--- src/rtl/gpio_irq_pkg.sv ---
package gpio_irq_pkg;

    // Register groups; the port index selects a 4-byte slot inside a group.
    localparam logic [11:0] GRP_PENDING   = 12'h040;
    localparam logic [11:0] GRP_ENABLE    = 12'h050;
    localparam logic [11:0] GRP_TRIGGER   = 12'h060;
    localparam logic [11:0] GRP_CLEAR     = 12'h070;
    localparam logic [11:0] GRP_ENA_MASKD = 12'h850;
    localparam logic [11:0] GRP_TRG_MASKD = 12'h860;

    typedef enum logic [2:0] {
        TRIG_LEVEL_LOW,
        TRIG_LEVEL_HIGH,
        TRIG_RISE,
        TRIG_FALL,
        TRIG_BOTH
    } trig_mode_e;

    // Per-pin trigger setting as stored (three byte lanes on the bus).
    typedef struct packed {
        logic both;
        logic edge_sel;
        logic polarity;
    } pin_trig_t;

    typedef enum logic [2:0] {
        SEL_NONE,
        SEL_PENDING,
        SEL_ENABLE,
        SEL_TRIGGER,
        SEL_CLEAR,
        SEL_ENA_MASKD,
        SEL_TRG_MASKD
    } reg_sel_e;

    function automatic trig_mode_e decode_trig(pin_trig_t t);
        trig_mode_e m;
        if (!t.edge_sel)
            m = t.polarity ? TRIG_LEVEL_HIGH : TRIG_LEVEL_LOW;
        else if (t.both)
            m = TRIG_BOTH;
        else
            m = t.polarity ? TRIG_RISE : TRIG_FALL;
        return m;
    endfunction

    function automatic logic is_edge_mode(trig_mode_e m);
        return (m == TRIG_RISE) || (m == TRIG_FALL) || (m == TRIG_BOTH);
    endfunction

    function automatic logic edge_seen(trig_mode_e m, logic cur, logic last);
        logic hit;
        case (m)
            TRIG_RISE: hit = cur & ~last;
            TRIG_FALL: hit = ~cur & last;
            TRIG_BOTH: hit = cur ^ last;
            default:   hit = 1'b0;
        endcase
        return hit;
    endfunction

    function automatic logic level_seen(trig_mode_e m, logic cur);
        logic act;
        case (m)
            TRIG_LEVEL_HIGH: act = cur;
            TRIG_LEVEL_LOW:  act = ~cur;
            default:         act = 1'b0;
        endcase
        return act;
    endfunction

    function automatic reg_sel_e decode_group(logic [11:0] grp);
        reg_sel_e s;
        case (grp)
            GRP_PENDING:   s = SEL_PENDING;
            GRP_ENABLE:    s = SEL_ENABLE;
            GRP_TRIGGER:   s = SEL_TRIGGER;
            GRP_CLEAR:     s = SEL_CLEAR;
            GRP_ENA_MASKD: s = SEL_ENA_MASKD;
            GRP_TRG_MASKD: s = SEL_TRG_MASKD;
            default:       s = SEL_NONE;
        endcase
        return s;
    endfunction

endpackage

--- src/rtl/gpio_irq_addr_dec.sv ---
module gpio_irq_addr_dec
    import gpio_irq_pkg::*;
#(
    parameter int NPORTS = 4,
    parameter int ADDR_W = 12,
    parameter int PORT_W = 2
) (
    input  logic [ADDR_W-1:0] bus_addr,
    output reg_sel_e          sel,
    output logic [PORT_W-1:0] port_idx
);

    logic [11:0] grp;
    logic        upper_ok;

    if (ADDR_W > 12) begin : g_upper
        assign upper_ok = ~|bus_addr[ADDR_W-1:12];
    end else begin : g_exact
        assign upper_ok = 1'b1;
    end

    always_comb begin
        grp                = bus_addr[11:0];
        grp[2 +: PORT_W]   = '0;
        port_idx           = bus_addr[2 +: PORT_W];
        sel                = SEL_NONE;
        if (upper_ok && (int'(port_idx) < NPORTS))
            sel = decode_group(grp);
    end

endmodule

--- src/rtl/gpio_irq_cfg.sv ---
module gpio_irq_cfg
    import gpio_irq_pkg::*;
#(
    parameter int NPORTS = 4,
    parameter int NPINS  = 8,
    parameter int DATA_W = 32,
    parameter int PORT_W = 2,
    localparam int NBITS = NPORTS * NPINS
) (
    input  logic                    clk,
    input  logic                    rst,
    input  logic                    bus_we,
    input  reg_sel_e                sel,
    input  logic [PORT_W-1:0]       port_idx,
    input  logic [DATA_W-1:0]       bus_wdata,
    input  logic [NBITS-1:0]        status_all,
    output logic [NBITS-1:0]        enable_all,
    output pin_trig_t [NBITS-1:0]   trig_all,
    output logic [NBITS-1:0]        clr_all,
    output logic [DATA_W-1:0]       bus_rdata
);

    localparam int TMASK_LSB = DATA_W - NPINS;

    // Trigger bits for each pin as carried on the write data lanes.
    pin_trig_t [NPINS-1:0] wr_trig;
    for (genvar p = 0; p < NPINS; p++) begin : g_lane
        assign wr_trig[p] = {bus_wdata[2*NPINS + p], bus_wdata[NPINS + p], bus_wdata[p]};
    end

    for (genvar g = 0; g < NPORTS; g++) begin : g_port
        logic                  wr_here;
        logic [NPINS-1:0]      en_q;
        pin_trig_t [NPINS-1:0] trig_q;

        assign wr_here = bus_we && (port_idx == PORT_W'(g));

        always_ff @(posedge clk) begin
            if (rst) begin
                en_q   <= '0;
                trig_q <= '0;
            end else if (wr_here) begin
                case (sel)
                    SEL_ENABLE:    en_q <= bus_wdata[NPINS-1:0];
                    SEL_ENA_MASKD: en_q <= (en_q & ~bus_wdata[NPINS +: NPINS])
                                         | (bus_wdata[NPINS-1:0] & bus_wdata[NPINS +: NPINS]);
                    SEL_TRIGGER:   trig_q <= wr_trig;
                    SEL_TRG_MASKD: begin
                        for (int p = 0; p < NPINS; p++) begin
                            if (bus_wdata[TMASK_LSB + p])
                                trig_q[p] <= wr_trig[p];
                        end
                    end
                    default: ;
                endcase
            end
        end

        assign clr_all[g*NPINS +: NPINS]    = (wr_here && sel == SEL_CLEAR) ? bus_wdata[NPINS-1:0] : '0;
        assign enable_all[g*NPINS +: NPINS] = en_q;
        assign trig_all[g*NPINS +: NPINS]   = trig_q;
    end

    always_comb begin
        bus_rdata = '0;
        for (int g = 0; g < NPORTS; g++) begin
            if (port_idx == PORT_W'(g)) begin
                case (sel)
                    SEL_PENDING: bus_rdata[NPINS-1:0] = status_all[g*NPINS +: NPINS];
                    SEL_ENABLE:  bus_rdata[NPINS-1:0] = enable_all[g*NPINS +: NPINS];
                    SEL_TRIGGER: begin
                        for (int p = 0; p < NPINS; p++) begin
                            bus_rdata[p]           = trig_all[g*NPINS + p].polarity;
                            bus_rdata[NPINS + p]   = trig_all[g*NPINS + p].edge_sel;
                            bus_rdata[2*NPINS + p] = trig_all[g*NPINS + p].both;
                        end
                    end
                    default: ;
                endcase
            end
        end
    end

endmodule

--- src/rtl/gpio_irq_port.sv ---
module gpio_irq_port
    import gpio_irq_pkg::*;
#(
    parameter int NPINS = 8
) (
    input  logic                  clk,
    input  logic                  rst,
    input  logic [NPINS-1:0]      pins,
    input  pin_trig_t [NPINS-1:0] trig,
    input  logic [NPINS-1:0]      clr,
    input  logic [NPINS-1:0]      enable,
    output logic [NPINS-1:0]      status,
    output logic                  irq
);

    logic [NPINS-1:0] last_q;
    logic [NPINS-1:0] status_q;
    logic [NPINS-1:0] status_nxt;

    for (genvar p = 0; p < NPINS; p++) begin : g_pin
        trig_mode_e mode;
        assign mode = decode_trig(trig[p]);

        always_comb begin
            if (is_edge_mode(mode))
                // a new edge outranks a clear in the same cycle
                status_nxt[p] = edge_seen(mode, pins[p], last_q[p])
                              | (status_q[p] & ~clr[p]);
            else
                status_nxt[p] = level_seen(mode, pins[p]);
        end
    end

    always_ff @(posedge clk) begin
        if (rst) begin
            last_q   <= '0;
            status_q <= '0;
        end else begin
            last_q   <= pins;
            status_q <= status_nxt;
        end
    end

    assign status = status_q;
    assign irq    = |(status_q & enable);

endmodule

--- src/rtl/gpio_irq_bank.sv ---
module gpio_irq_bank
    import gpio_irq_pkg::*;
#(
    parameter int NPORTS = 4,
    parameter int NPINS  = 8,
    parameter int ADDR_W = 12,
    parameter int DATA_W = 32
) (
    input  logic                      clk,
    input  logic                      rst,
    input  logic [NPORTS*NPINS-1:0]   pin_in,
    input  logic                      bus_we,
    input  logic [ADDR_W-1:0]         bus_addr,
    input  logic [DATA_W-1:0]         bus_wdata,
    output logic [DATA_W-1:0]         bus_rdata,
    output logic [NPORTS-1:0]         port_irq,
    output logic                      bank_irq
);

    localparam int PORT_W = (NPORTS > 1) ? $clog2(NPORTS) : 1;
    localparam int NBITS  = NPORTS * NPINS;

    reg_sel_e              sel;
    logic [PORT_W-1:0]     port_idx;
    logic [NBITS-1:0]      status_all;
    logic [NBITS-1:0]      enable_all;
    pin_trig_t [NBITS-1:0] trig_all;
    logic [NBITS-1:0]      clr_all;

    gpio_irq_addr_dec #(
        .NPORTS (NPORTS),
        .ADDR_W (ADDR_W),
        .PORT_W (PORT_W)
    ) u_dec (
        .bus_addr (bus_addr),
        .sel      (sel),
        .port_idx (port_idx)
    );

    gpio_irq_cfg #(
        .NPORTS (NPORTS),
        .NPINS  (NPINS),
        .DATA_W (DATA_W),
        .PORT_W (PORT_W)
    ) u_cfg (
        .clk        (clk),
        .rst        (rst),
        .bus_we     (bus_we),
        .sel        (sel),
        .port_idx   (port_idx),
        .bus_wdata  (bus_wdata),
        .status_all (status_all),
        .enable_all (enable_all),
        .trig_all   (trig_all),
        .clr_all    (clr_all),
        .bus_rdata  (bus_rdata)
    );

    for (genvar g = 0; g < NPORTS; g++) begin : g_port
        gpio_irq_port #(
            .NPINS (NPINS)
        ) u_port (
            .clk    (clk),
            .rst    (rst),
            .pins   (pin_in[g*NPINS +: NPINS]),
            .trig   (trig_all[g*NPINS +: NPINS]),
            .clr    (clr_all[g*NPINS +: NPINS]),
            .enable (enable_all[g*NPINS +: NPINS]),
            .status (status_all[g*NPINS +: NPINS]),
            .irq    (port_irq[g])
        );
    end

    assign bank_irq = |port_irq;

endmodule

--- config.mk ---
export PLATFORM = sky130hd
export DESIGN_NAME = gpio_irq_bank
export DESIGN_NICKNAME = d
export VERILOG_FILES = /design/src/rtl/gpio_irq_pkg.sv /design/src/rtl/gpio_irq_addr_dec.sv /design/src/rtl/gpio_irq_cfg.sv /design/src/rtl/gpio_irq_port.sv /design/src/rtl/gpio_irq_bank.sv
export SDC_FILE = /design/constraint.sdc
export NUM_CORES = 1
export LEC_CHECK = 0
export ABC_AREA = 1
export ABC_CLOCK_PERIOD_IN_PS = 4600
export BUFFER_PORTS_ARGS = -buffer_cell sky130_fd_sc_hd__clkbuf_2
export CELL_PAD_IN_SITES_DETAIL_PLACEMENT = 1
export CELL_PAD_IN_SITES_GLOBAL_PLACEMENT = 1
export CORE_UTILIZATION = 47
export CTS_CLUSTER_SIZE = 24
export DETAILED_ROUTE_END_ITERATION = 10
export GPL_ROUTABILITY_DRIVEN = 0
export HOLD_SLACK_MARGIN = 0.12
export PLACE_DENSITY_LB_ADDON = 0.1
export SLEW_MARGIN = 20
export SYNTH_ARGS = -nofsm -noshare
export SYNTH_HDL_FRONTEND = slang
export SYNTH_SLANG_ARGS = --single-unit
export TNS_END_PERCENT = 5
--- constraint.sdc ---
create_clock -name clk -period 4.6 [get_ports clk]
set_clock_uncertainty 0.2 [all_clocks]
set_input_delay 0.46 -clock clk [delete_from_list [all_inputs] [get_ports clk]]
set_output_delay 0.46 -clock clk [all_outputs]
set_load 0.03 [all_outputs]
==> flow_summary.ini, run 1 <==
[status]
status = finished, final reports clean

[global_routing]
overflow = 0
antenna_found_initial = 1
grt_max_degree = 63
grt_pass1_wl_um = 66360
grt_use_total_pct = 35.58
grt_pass1_vias = 11790

[placement]
dp.cells = 1986
dpl.hpwl_um = 30640
place_ws_ns = 1.214
portBuffers = 107

[drt]
drt_pre_antenna_iters = 5
drt-initial-drc-count = 931
vias = 11880
ant_nets = 0
vias_per_cell = 5.793
post_drt_wl_per_cell_um = 21.11
drt_drc_violations_left = 0
drt_wl_total_um = 43270

[cts]
clkTransAtPathRegs_ns = 0.08
clkSinkCount = 192
numCtsBuffers = 17
insertion_delay_ns = 0.45
cts_resized = 0
cts_hold_buffers = 31
cts_tree = built
root_buffer = clkbuf_16
postCtsSetupBuffers = 0
h-tree-depth = 4
clk_path_buf_depth = 2

[setup_path]
worstPathArrival_ns = 2.75
crit_required_ns = 3.94
cp_slowest_cell = nand2_1
path_class = primary input to output pin
start_kind = primary input
crit_path_end_kind = output pin
cpPeakStageDelay_ns = 0.62
crit_path_frequent_cell = nand2_1
crit_fanout = 16
crit_chain = clkbuf_2 -> inv_1 -> nand2_1 -> nor2_2 -> nand2_1 -> nor2_1 -> buf_4 -> nand2_1 -> a221oi_1 -> clkbuf_2

[floorplan]
start_util_pct = 48.30
dieArea_mm2 = 0.02489
die_x_um = 157.8
placementRows = 56
core_area_mm2 = 0.02361
pin_count = 116
die_y_um = 157.8

[pwr]
power_density_mw_per_mm2 = 284.6
ir_worst_vdd_mv = 0.2202
power_leakage_nw = 5.640

[synthesis]
ys_ff_latch = 192
synthesis.area_mm2 = 0.01141
synth_cells = 1618
yosys_warnings = 0
synthArstFlopShare_pct = 0
yosysMostFrequentCell = nand2_1
ys_types = 35
synth_top_area_cell = dfxtp_1
avgSynthCellArea_um2 = 7.049
synth.top_cells.by_area = dfxtp_1 34%, nand2_1 14%, ha_1 7.0%
synthTopCellsByCount = 421 x nand2_1, 192 x dfxtp_1, 173 x inv_1
synth_edf_count = 0
synth_top_area_share_pct = 33.70
ys_seq_area_share_pct = 33.70
synthFlopType = dfxtp_1

[layout]
syn_to_final_growth_pct = 13.80
instances_no_fill = 2050
drive_above_1_share_pct = 14.97
fin_nets = 1860
final_core_util_pct = 54.97

[timing]
final.setup.tns_ns = 0
fmax_mhz = 293.0
rsz0062_at_grt = no
setup-violations-final = 0
hold_ws_ns = 0.1341
min_period_ns = 3.413
slew_violations = 0
tightest_slew_ns = 1.181
relSlewSlack_pct = 20.75
fin_crit_sh_pct = 74.21
fin_ws_ns = 1.187
hold_violations = 0

[job]
cap_violations = 0

[hold_path]
min_path_type = primary input to flip-flop
-- placed cells by master, fill, tap and decap left out, drive strengths merged --
cell / count
dlygate4sd3: 31
dfxtp: 192
nand4: 7
o22ai: 2
a21oi: 147
xor2: 11
nor3: 2
xnor2: 7
mux2: 32
o221ai: 11
nand3: 131
o21ai: 99
or2: 19
nor2: 131
o31ai: 9
inv: 186
nand2: 434
conb: 8
diode: 1
buf: 15
a221oi: 18
ha: 64
o211ai: 18
bufinv: 2
clkinv: 4
clkbuf: 126
nor3b: 24
-- area by class of cell --
cell class / count / area, µm²
inverters: 180 / 678.2
fillers: 3135 / 10630
clock inverters: 12 / 157.7
multi-input cells: 1174 / 6475
repair buffers: 152 / 957.2
diodes: 1 / 2.502
well taps: 319 / 399.1
clock buffers: 20 / 466.7
flip-flops and latches: 192 / 3844
-- where the power goes --
group	leakage, nW	switching, mW	internal [mW]
registers	1.56	0.0275	1.69
clock network	0.310	0.759	0.872
logic	3.77	0.235	0.110
total	5.64	1.02	2.67
-- cell families after synthesis --
group                    Yosys count  share of synthesized area [%]
AND/OR/NAND/NOR                  748                          29.91
AO/OA/AOI/OAI                    304                          14.94
buffers and inverters            259                          9.851
flip-flops                       192                          33.70
adder cells (fa/ha/maj)           64                          7.021
multiplexers                      32                          3.159
XOR/XNOR                          18                          1.382
other                              1                        0.03288
-- path summary, 6_finish.rpt --
check	startpoint	cells past startpoint	endpoint	slack, ns
worst max-delay path	bus_addr[7]	10	bus_rdata[8]	1.19
worst min-delay path	bus_wdata[22]	3	u_cfg.trig_all[20]	0.13
worst max register to register	u_cfg.trig_all[57]	5	g_port[2].u_port.status[3]	2.94
worst min register to register	u_cfg.trig_all[65]	2	u_cfg.trig_all[65]	0.27
-- per-layer routing --
layer,vias to the layer above,share of wire (%),global-route usage [%]
met3,107,7.3,5.913
met1,5845,44,47.30
met4,0,3.8,14.89
li1,5472,-,-
met5,-,0,0
met2,451,45,56.83
-- stage by stage --
stage | instance area, µm² | total power [mW]
after floorplan | 11430 | 1.927
after global placement | 12040 | 2.058
after detailed placement | 12040 | 2.073
after CTS | 12980 | 3.701
after global routing | 12980 | 3.795
final | 12980 | 3.694
-- worst max-delay path: cells and delay by family --
| family | cells | cell delay (ns) |
|---|---|---|
| AOI/OAI and AO/OA | 1 | 0.56 |
| buffers and inverters | 4 | 0.62 |
| and+or+nand+nor | 5 | 1.10 |
(Power assumes the default switching activity.)
==> run 2: changes to the inputs <==
--- a/config.mk
+++ b/config.mk
@@ -5,12 +5,12 @@
 export SDC_FILE = /design/constraint.sdc
 export NUM_CORES = 1
 export LEC_CHECK = 0
-export ABC_AREA = 1
-export ABC_CLOCK_PERIOD_IN_PS = 4600
+export ABC_AREA = 0
+export ABC_CLOCK_PERIOD_IN_PS = 2700
 export BUFFER_PORTS_ARGS = -buffer_cell sky130_fd_sc_hd__clkbuf_2
 export CELL_PAD_IN_SITES_DETAIL_PLACEMENT = 1
 export CELL_PAD_IN_SITES_GLOBAL_PLACEMENT = 1
-export CORE_UTILIZATION = 47
+export CORE_UTILIZATION = 41
 export CTS_CLUSTER_SIZE = 24
 export DETAILED_ROUTE_END_ITERATION = 10
 export GPL_ROUTABILITY_DRIVEN = 0
==> constraint.sdc (replaced) <==
create_clock -name clk -period 2.7 [get_ports clk]
set_clock_uncertainty 0.2 [all_clocks]
set_input_delay 0.27 -clock clk [delete_from_list [all_inputs] [get_ports clk]]
set_output_delay 0.27 -clock clk [all_outputs]
set_load 0.03 [all_outputs]
==> run 2 against run 1 <==
  * Via count fell by 17%
  * Synthesized cell count is 24% lower
  * Power increased by 69%
  * Count of clock-buffer cells in the layout is 2 lower
  * Setup slack lost 1.2 ns
  * Critical endpoint is now bank_irq
  * Largest power group unchanged
==> flow_summary.ini, run 2 <==
[status]
status = finished, final reports clean

[setup_path]
cp-endpoint = bank_irq
r2r-end = g_port[3].u_port.status[3]
crit_start = g_port[1].u_port.status[6]
cpPeakStageDelay_ns = 0.52
r2r_start = u_cfg.trig_all[81]
crit_path_end_kind = output pin
crit_chain = a22oi_1 -> nand4_1 -> or4_1 -> clkbuf_2
worstPathArrival_ns = 2.20
start_kind = flip-flop
reg2reg_setup_slack_ns = 1.16
crit_fanout = 3
r2r_cells = 3
path_class = flip-flop to output pin
cp_slowest_cell = or4_1
crit_required_ns = 2.23

[floorplan]
die_y_um = 167.5
placementRows = 60
die_x_um = 167.5
core_area_mm2 = 0.02688
start_util_pct = 41.76
pin_count = 116
dieArea_mm2 = 0.02804

[synthesis]
synthArstFlopShare_pct = 0
ys_seq_area_share_pct = 34.25
yosys_warnings = 0
synth_edf_count = 0
synth.top_cells.by_area = dfxtp_1 34%, mux2i_1 12%, nand2b_1 8.0%
synthesis.area_mm2 = 0.01122
yosysMostFrequentCell = dfxtp_1
synth_top_area_share_pct = 34.25
synthTopCellsByCount = 192 x dfxtp_1, 143 x nand2b_1, 139 x mux2i_1
ys_ff_latch = 192
synthFlopType = dfxtp_1
avgSynthCellArea_um2 = 9.095
ys_types = 53
synth_cells = 1234
synth_top_area_cell = dfxtp_1

[drt]
post_drt_wl_per_cell_um = 21.73
drt_wl_total_um = 38500
drt_pre_antenna_iters = 5
drt_drc_violations_left = 0
ant_nets = 0
drt-initial-drc-count = 739
vias_per_cell = 5.587
vias = 9901

[cts]
clkTransAtPathRegs_ns = 0.07
postCtsSetupBuffers = 0
h-tree-depth = 4
root_buffer = clkbuf_16
cts_tree = built
clk_path_buf_depth = 2
insertion_delay_ns = 0.44
numCtsBuffers = 17
clkSinkCount = 192

[layout]
seq_area_mm2 = 0.003844
drive_above_1_share_pct = 19.23
fillerInstances = 3122
fin_nets = 1561
final_cell_mix = 192 x dfxtp_1, 143 x nand2b_1, 139 x mux2i_1
layout_commonest_cell = dfxtp_1
multi_input_area_mm2 = 0.006824
final_core_util_pct = 50.65
syn_to_final_growth_pct = 21.29

[timing]
fin_crit_sh_pct = 98.76
hold_violations = 0
fmax_mhz = 375.0
rsz0062_at_grt = yes
min_period_ns = 2.666
hold_ws_ns = 0.1423
tightest_slew_ns = 0.7694
setup-violations-final = 0
relSlewSlack_pct = 48.60
slew_violations = 0

[global_routing]
overflow = 0
antenna_found_initial = 0
grt_pass1_wl_um = 60200
grt_use_total_pct = 28.10
grt_pass1_vias = 10240
grt_max_degree = 47

[placement]
dpl.hpwl_um = 28800
portBuffers = 107

[pwr]
ir_worst_vdd_mv = 0.3899
power_density_mw_per_mm2 = 458.4
power_leakage_nw = 6.206

[hold_path]
min_path_type = primary input to flip-flop

[job]
cap_violations = 0
## run 2: how the worst min path moves through the flow
stage	cells past startpoint	start	endpoint
2_1_floorplan	2	pin_in[0]	g_port[0].u_port.last_q[0]
3_3_place_gp	1	u_cfg.trig_all[19]	g_port[0].u_port.status[6]
3_5_place_dp	1	u_cfg.trig_all[10]	g_port[0].u_port.status[3]
4_1_cts	4	bus_wdata[7]	g_port[0].u_port.status[7]
5_1_grt	4	bus_wdata[3]	g_port[0].u_port.status[3]
6_report	4	bus_wdata[3]	g_port[0].u_port.status[3]
## run 2: timing repair
item	4_1_cts	5_1_grt
endpoints found under the setup margin	1	3
hold endpoints to repair	138	0
hold buffers	57	0
resized for setup	1	2
## run 2: final cells by class
| class | instances | area share, % |
|---|---|---|
| repair buffers | 234 | 12.37 |
| well taps | 341 | 3.134 |
| flip-flops and latches | 192 | 28.24 |
| clock inverters | 13 | 0.9559 |
| clock buffers | 18 | 3.226 |
| multi-input cells | 903 | 50.13 |
| inverters | 70 | 1.930 |
| diodes | 1 | 0.01838 |
## run 2: metal layers
layer	part of all wire (%)	wire [µm]	track usage [%]	vias up
met5	0	0	0	-
met4	2.8	1091	9.932	0
met3	3.1	1205	2.954	57
met2	49	18910	48.84	215
met1	45	17290	36.01	4970
li1	-	-	-	4659
## run 2: kinds of logic after synthesis
logic type	synth area share (%)
AOI/OAI and AO/OA	13.67
DFF	34.25
other	0.03341
and+or+nand+nor	18.07
buffers and inverters	5.429
adders and majority gates	7.135
xor gates and xnor gates	2.497
muxes	18.92
## run 2: through the flow
step / instances / setup TNS [ns] / cell area [µm²] / total power, mW / worst slack [ns]
4_1_cts: 1771 / 0 / 13600 / 6.274 / 0.05063
3_5_place_dp: 1683 / 0 / 12450 / 3.670 / 0.07843
5_1_grt: 1771 / -0.006924 / 13610 / 6.464 / -0.003588
6_report: 1772 / 0 / 13610 / 6.241 / 0.03351
2_1_floorplan: 1241 / -0.2847 / 11250 / 3.380 / -0.1423
3_3_place_gp: 1683 / 0 / 12450 / 3.653 / 0.1124
## run 2: worst max-delay path, delay by kind of cell (launching register included)
| family | cells | cell delay [ns] |
|---|---|---|
| AO/OA/AOI/OAI | 1 | 0.29 |
| AND/OR/NAND/NOR | 2 | 0.93 |
| buffers and inverters | 1 | 0.19 |
| flip-flops | 1 | 0.35 |
## run 2: power breakdown
part	leakage (nW)	total (mW)	switching [mW]	internal [mW]
Combinational	4.37	0.745	0.411	0.334
Sequential	1.56	2.93	0.0497	2.88
Clock	0.271	2.56	1.25	1.32
==> run 3: changes to the inputs <==
--- a/config.mk
+++ b/config.mk
@@ -10,6 +10,8 @@
 export BUFFER_PORTS_ARGS = -buffer_cell sky130_fd_sc_hd__clkbuf_2
 export CELL_PAD_IN_SITES_DETAIL_PLACEMENT = 1
 export CELL_PAD_IN_SITES_GLOBAL_PLACEMENT = 1
+export CORE_ASPECT_RATIO = 1.5
+export CORE_MARGIN = 3
 export CORE_UTILIZATION = 41
 export CTS_CLUSTER_SIZE = 24
 export DETAILED_ROUTE_END_ITERATION = 10
==> run 3 against run 2 <==
  * The run now ends with negative setup slack left
  * Highest routed layer unchanged
  * Via count shrank 0.75%
  * Sequential share of layout area is 0.057 points higher
  * Largest cell class unchanged
  * Combinational power fell by 0.9%
  * Sequential power about the same
  * Final area fell by 0.20%
  * Critical path type unchanged
==> flow_summary.ini, run 3 (synthesized netlist as in run 2, its figures left out) <==
[global_routing]
grt_pass1_vias = 10200
antenna_found_initial = 0
grt_pass1_wl_um = 59280
grt_use_total_pct = 26.04
overflow = 0
grt_max_degree = 50

[cts]
root_buffer = clkbuf_16
cts_tree = built
clkSinkCount = 192
postCtsSetupBuffers = 0
clkTransAtPathRegs_ns = 0.08
h-tree-depth = 4
insertion_delay_ns = 0.45
clk_path_buf_depth = 2
numCtsBuffers = 17

[layout]
antennaDiodeCount = 0
multi_input_area_mm2 = 0.006838
fillerInstances = 3125
layout_commonest_cell = dfxtp_1
seq_area_mm2 = 0.003844
fin_nets = 1554
syn_to_final_growth_pct = 21.05
final_cell_mix = 192 x dfxtp_1, 143 x nand2b_1, 139 x mux2i_1
drive_above_1_share_pct = 19.03
final_core_util_pct = 50.76

[job]
cap_violations = 0

[drt]
drt_pre_antenna_iters = 5
ant_nets = 0
drt_drc_violations_left = 0
drt-initial-drc-count = 530
vias_per_cell = 5.580
post_drt_wl_per_cell_um = 21.70
vias = 9827
drt_wl_total_um = 38210

[pwr]
p_switching_mw = 1.686
power_density_mw_per_mm2 = 457.3
netSwitchingFraction_pct = 27.14
p_comb_share_pct = 11.9
p_int_mw = 4.526
power_leakage_nw = 6.178
pwr-share-seq_pct = 47.1
clkPwrFrac_pct = 41.0
ir_worst_vdd_mv = 0.4393

[timing]
relSlewSlack_pct = 58.22
rsz0062_at_grt = yes
min_period_ns = 2.727
tightest_slew_ns = 0.6202
setup-violations-final = 1
hold_violations = 0
slew_violations = 0
fin_ws_ns = -0.02732
fin_crit_sh_pct = 101.0
final.setup.tns_ns = -0.02732
fmax_mhz = 366.7

[status]
violations = negative setup slack
status = complete, but fails checks

[floorplan]
dieArea_mm2 = 0.02944
die_x_um = 141.1
placementRows = 73
start_util_pct = 41.94
pin_count = 116
die_y_um = 208.6
core_area_mm2 = 0.02676

[hold_path]
min_path_type = primary input to flip-flop

[placement]
portBuffers = 107
place_ws_ns = -0.01257
dpl.hpwl_um = 28570

[setup_path]
crit_fanout = 3
start_kind = flip-flop
crit_required_ns = 2.23
path_class = flip-flop to output pin
crit_path_end_kind = output pin
worstPathArrival_ns = 2.26
[run 3: through the flow]
step | std cells | area, µm² | power, mW | hold WS [ns]
2_1_floorplan | 1241 | 11250 | 3.380 | 0.2104
3_3_place_gp | 1672 | 12410 | 3.644 | 0.2712
3_5_place_dp | 1672 | 12410 | 3.660 | 0.2780
4_1_cts | 1761 | 13570 | 6.256 | 0.1280
5_1_grt | 1761 | 13590 | 6.455 | 0.1555
6_report | 1761 | 13590 | 6.212 | 0.1332
[run 3: path summary, 6_finish.rpt]
kind                         startpoint  slack, ns  depth (start not counted)                         end
min                        bus_wdata[7]       0.13                          4  g_port[0].u_port.status[7]
min reg2reg          u_cfg.trig_all[28]       0.29                          1  g_port[1].u_port.status[1]
max          g_port[2].u_port.status[7]      -0.03                          4                    bank_irq
max reg2reg          u_cfg.trig_all[60]       1.17                          3  g_port[2].u_port.status[4]
[run 3: final cells by class]
class	count	area share (%)
multi-input combinational	903	50.33
tap	337	3.104
inverter	70	1.934
timing repair buffer	227	12.13
clock buffer	19	3.260
clock inverter	13	0.9486
sequential	192	28.29
[run 3: what timing repair did]
item	in CTS	in global routing
hold buffers	57	0
gates resized for setup	4	3
pin swaps	1	0
endpoints found under the hold margin	137	0
setup endpoints to repair	3	8
[run 3: layer usage]
metal | vias up | wire [µm] | GRT usage, %
li1 | 4647 | - | -
met1 | 4873 | 16200 | 33.00
met2 | 241 | 19000 | 44.36
met3 | 66 | 1811 | 4.602
met4 | 0 | 1195 | 9.027
met5 | - | 0 | 0
[run 3: worst max-delay path, cell delays in order, from the launching register on]
cell and delay, ns:
dfxtp_1 0.34, a22oi_1 0.27, nand4_1 0.38, or4_1 0.62, clkbuf_2 0.19
[run 3: power groups by stage]
stage | combinational (mW) | sequential (mW) | clock, mW
5_1_grt | 0.815 | 2.93 | 2.71
6_report | 0.738 | 2.93 | 2.55
3_5_place_dp | 0.667 | 2.99 | 0
4_1_cts | 0.737 | 2.93 | 2.59
2_1_floorplan | 0.409 | 2.97 | 0
3_3_place_gp | 0.651 | 2.99 | 0
